[src/rtl/cla_pkg.sv]
package cla_pkg;

  // Bit-level generate: a carry is created here regardless of the incoming one.
  function automatic logic bit_gen(input logic a, input logic b);
    return a & b;
  endfunction

  // Bit-level propagate: an incoming carry would be passed upward.
  function automatic logic bit_prop(input logic a, input logic b);
    return a | b;
  endfunction

  // One AND/OR step: carry leaving a bit or a group.
  function automatic logic carry_step(input logic g, input logic p, input logic c);
    return g | (p & c);
  endfunction

  // Sum bit of a full adder.
  function automatic logic sum_bit(input logic a, input logic b, input logic c);
    return a ^ b ^ c;
  endfunction

endpackage

[src/rtl/cla_pg_unit.sv]
module cla_pg_unit #(
  parameter int K = 4
) (
  input  logic [K-1:0] a,
  input  logic [K-1:0] b,
  output logic [K-1:0] g,
  output logic [K-1:0] p
);
  import cla_pkg::*;

  for (genvar i = 0; i < K; i++) begin : g_bit
    assign g[i] = bit_gen(a[i], b[i]);
    assign p[i] = bit_prop(a[i], b[i]);
  end

endmodule

[src/rtl/cla_group_reduce.sv]
module cla_group_reduce #(
  parameter int K = 4
) (
  input  logic [K-1:0] g,
  input  logic [K-1:0] p,
  output logic         grp_g,
  output logic         grp_p
);
  import cla_pkg::*;

  always_comb begin
    logic acc_g;
    logic acc_p;
    acc_g = 1'b0;
    acc_p = 1'b1;
    // Fold from the low bit upward: G = g[top] + p[top](... + p[1] g[0])
    for (int i = 0; i < K; i++) begin
      acc_g = carry_step(g[i], p[i], acc_g);
      acc_p = acc_p & p[i];
    end
    grp_g = acc_g;
    grp_p = acc_p;
  end

endmodule

[src/rtl/cla_ripple_sum.sv]
module cla_ripple_sum #(
  parameter int K = 4
) (
  input  logic [K-1:0] a,
  input  logic [K-1:0] b,
  input  logic [K-1:0] g,
  input  logic [K-1:0] p,
  input  logic         c_in,
  output logic [K-1:0] s,
  output logic         ripple_co
);
  import cla_pkg::*;

  always_comb begin
    logic c;
    c = c_in;
    for (int i = 0; i < K; i++) begin
      s[i] = sum_bit(a[i], b[i], c);
      c    = carry_step(g[i], p[i], c);
    end
    ripple_co = c;
  end

endmodule

[src/rtl/cla_section.sv]
module cla_section #(
  parameter int K = 4
) (
  input  logic [K-1:0] a,
  input  logic [K-1:0] b,
  input  logic         c_in,
  output logic [K-1:0] s,
  output logic         c_out
);
  import cla_pkg::*;

  logic [K-1:0] g;
  logic [K-1:0] p;
  logic         grp_g;
  logic         grp_p;
  logic         ripple_co;   // carry from the in-section chain, used only for checking

  cla_pg_unit #(.K(K)) i_pg (
    .a (a),
    .b (b),
    .g (g),
    .p (p)
  );

  cla_group_reduce #(.K(K)) i_reduce (
    .g     (g),
    .p     (p),
    .grp_g (grp_g),
    .grp_p (grp_p)
  );

  cla_ripple_sum #(.K(K)) i_ripple (
    .a         (a),
    .b         (b),
    .g         (g),
    .p         (p),
    .c_in      (c_in),
    .s         (s),
    .ripple_co (ripple_co)
  );

  // Lookahead carry across the section: one AND/OR step.
  assign c_out = carry_step(grp_g, grp_p, c_in);

  always_comb begin
    // the skip carry must agree with the carry the sum chain produces
    a_r3_skip_matches_ripple: assert (c_out == ripple_co)
      else $error("section skip carry %b differs from ripple carry %b", c_out, ripple_co);
    // a section that generates forces its carry out high
    if (grp_g) begin
      a_r4_generate_forces_carry: assert (c_out)
        else $error("section generates but carry out is 0");
    end
    // a section that neither generates nor propagates kills the carry
    if (!grp_g && !grp_p) begin
      a_r5_kill_clears_carry: assert (!c_out)
        else $error("section kills but carry out is 1");
    end
    // a pure-propagate section forwards its incoming carry
    if (grp_p && !grp_g) begin
      a_r6_propagate_forwards: assert (c_out == c_in)
        else $error("propagating section output %b, input %b", c_out, c_in);
    end
  end

endmodule

[src/rtl/cla_adder.sv]
module cla_adder #(
  parameter int N = 32,
  parameter int K = 4
) (
  input  logic [N-1:0]   op_a,
  input  logic [N-1:0]   op_b,
  input  logic           carry_in,
  output logic [N-1:0]   sum,
  output logic           carry_out,
  output logic [N/K-1:0] sect_carry
);

  localparam int NSEC = N / K;

  if ((N % K) != 0 || K < 1) begin : g_bad_split
    $error("cla_adder: width %0d is not a whole multiple of section size %0d", N, K);
  end

  // chain[s] is the carry entering section s; chain[NSEC] leaves the block
  logic [NSEC:0] chain;
  assign chain[0] = carry_in;

  for (genvar s = 0; s < NSEC; s++) begin : g_sect
    cla_section #(.K(K)) i_section (
      .a     (op_a[s*K +: K]),
      .b     (op_b[s*K +: K]),
      .c_in  (chain[s]),
      .s     (sum[s*K +: K]),
      .c_out (chain[s+1])
    );
  end

  assign sect_carry = chain[NSEC:1];
  assign carry_out  = chain[NSEC];

  always_comb begin
    // the full (N+1)-bit result matches plain addition
    a_r1_r2_total_matches: assert ({carry_out, sum} ==
                                   ({1'b0, op_a} + {1'b0, op_b} + {{N{1'b0}}, carry_in}))
      else $error("adder result %h_%h does not match arithmetic total", carry_out, sum);
  end

endmodule

[config.mk]
export PLATFORM = sky130hd
export DESIGN_NAME = cla_adder
export DESIGN_NICKNAME = d
export VERILOG_FILES = /design/src/rtl/cla_pkg.sv /design/src/rtl/cla_pg_unit.sv /design/src/rtl/cla_group_reduce.sv /design/src/rtl/cla_ripple_sum.sv /design/src/rtl/cla_section.sv /design/src/rtl/cla_adder.sv
export SDC_FILE = /design/constraint.sdc
export NUM_CORES = 1
export LEC_CHECK = 0
export ABC_AREA = 1
export BUFFER_PORTS_ARGS = -buffer_cell sky130_fd_sc_hd__buf_2
export CORE_ASPECT_RATIO = 1.2
export CORE_MARGIN = 5
export CORE_UTILIZATION = 44
export DETAILED_ROUTE_END_ITERATION = 16
export GPL_ROUTABILITY_DRIVEN = 0
export PLACE_DENSITY = 0.81
export SLEW_MARGIN = 20
export SYNTH_ARGS = -nofsm -noshare
export SYNTH_HDL_FRONTEND = slang
export SYNTH_HIERARCHICAL = 1
export SYNTH_SLANG_ARGS = --single-unit
[constraint.sdc]
create_clock -name vclk -period 2.3
set_input_delay 0.345 -clock vclk [all_inputs]
set_output_delay 0.345 -clock vclk [all_outputs]
set_load 0.01 [all_outputs]
==> metrics <==
crit start category primary input; Crit Path Category in -> out; Die W 71.8 um; FF+latch count 0; Worst Max-Slew Pin Slew 0.297 ns; nets 635; Area Growth Syn to Fin 63.9%; power per cell area 292 mW/mm^2; Max-Cap Viols 0; unrepaired setup endpoints after global routing yes; CP Launch Point op_a[1]; Max IR drop VDD 0.153 mV; # DRC 0; min cycle time layout 2.47 ns; largest net degree at the start of global routing 4; initial DRC count 55; gr usage total 0.168; worst-path fanout max 3; Vias/cell 4.18; # hold bufs at CTS 0; failing checks negative setup slack; Reg area 0 sq um; crit path capture type output pin; layout cells sized above 1 0.456; DR WL/cell 8.99 um; Antenna Violating Nets Remaining 0; P_leak 0.00232 uW; Starting Density 0.446; DP HPWL 4670 um; Port-buffer cells 106; Finished Core Util 0.731; # placed instances 617; synthesized area 0.00202 sq mm; non-filler cells in the finished layout 626; gr ovfl total 0; Pwr Total 966 uW; status complete, but fails checks; FP Rows 27; final setup margin -0.166 ns; fin. max-slew vios 0; CP arrival 2.12 ns; Tcrit/Tclk final 1.07; Die Y 84.2 um; syn_area_per_cell 4.75 sq um; hold path startpoint carry_in; achievable frequency 406 MHz; vias after detailed routing 2,614; WL final 5630 um; endpoints failing hold 0; Core ar. 0.00453 sq mm; Setup Viol. Count Final 10; first-pass GRT wire length 8960 um; initial antenna violation count 0; syn_nets 490; Yosys Warn Count 6; vias in the first global route 2,392; Antenna Diode Count 0; WP data required 1.96 ns; clock buf count 0; Die Area 0.00605 sq mm; count of boundary I/O pins 106; TritonRoute pass-1 iters 4; min-delay worst type in -> out; Synth Instances 425; Max transition margin 0.801
==> cell usage in the layout (no fill, tap or decap) <==
cell type	instances
a21oi_1	7
buf_6	10
xor2_1	20
buf_12	1
inv_4	3
xnor2_1	24
xor2_2	4
nor2_1	7
inv_6	1
inv_8	2
nand2_1	103
inv_2	5
nand2_4	12
xnor2_2	8
nand3_1	7
buf_2	94
buf_8	5
inv_1	141
nor2_2	1
nand2_2	77
nand3_2	1
buf_4	34
a21oi_2	1
==> layer usage <==
layer / track usage / share of wire / up-vias
met4: 0 / 0.0055 / 0
met5: 0 / 0 / -
met2: 0.376 / 0.58 / 58
met3: 0.00838 / 0.055 / 2
li1: - / - / 1426
met1: 0.169 / 0.36 / 1128
==> power breakdown <==
group	leakage [uW]	switching [uW]	internal (uW)
clock	0	0	0
combinational	0.00232	503	463
sequential	0	0	0
==> metrics by stage <==
step,setup slack (ns),TNS [ns],hold slack [ns],area [sq um]
4_1_cts,-0.183,-0.900,1.01,3170
3_3_place_gp,-0.213,-1.11,1.01,2950
3_5_place_dp,-0.277,-1.77,1.01,2950
2_1_floorplan,-0.372,-1.55,0.778,2140
6_report,-0.166,-0.894,1.01,3310
5_1_grt,-0.329,-3.04,1.03,3310
==> area by class of cell <==
class	count	area, sq um
Inverter	152	598
Timing Repair Buffer	144	933
Multi-Input combinational cell	272	1710
Fill cell	384	1220
Tap cell	58	72.6
==> final timing paths <==
kind       to  slack (ns)  cells after the start
max   sum[23]       -0.17                     28
min    sum[0]        1.01                      3
==> timing repair <==
| item | in CTS | in global routing |
|---|---|---|
| setup buffers | 9 | 3 |
| gates resized for setup | 44 | 33 |
| pin swaps | 24 | 21 |
| setup endpoints to repair | 15 | 23 |
==> critical path, cell delays in order <==
cell     delay, ns
buf_12        0.11
inv_6         0.04
nand2_4       0.05
nand2_2       0.06
nand2_2       0.04
nand2_1       0.05
nand2_1       0.04
inv_1         0.05
nand2_2       0.06
nand2_2       0.06
nand2_2       0.05
nand2_2       0.06
nand2_2       0.05
nand2_2       0.05
nand2_2       0.05
nand2_2       0.05
nand2_2       0.06
buf_4         0.13
buf_6         0.11
nand2_2       0.05
nand2_2       0.06
nand2_2       0.07
nand2_4       0.07
nand2_4       0.06
nand2_2       0.05
nand2_2       0.05
nand2_2       0.05
buf_6         0.11
(Power assumes the default switching activity.)
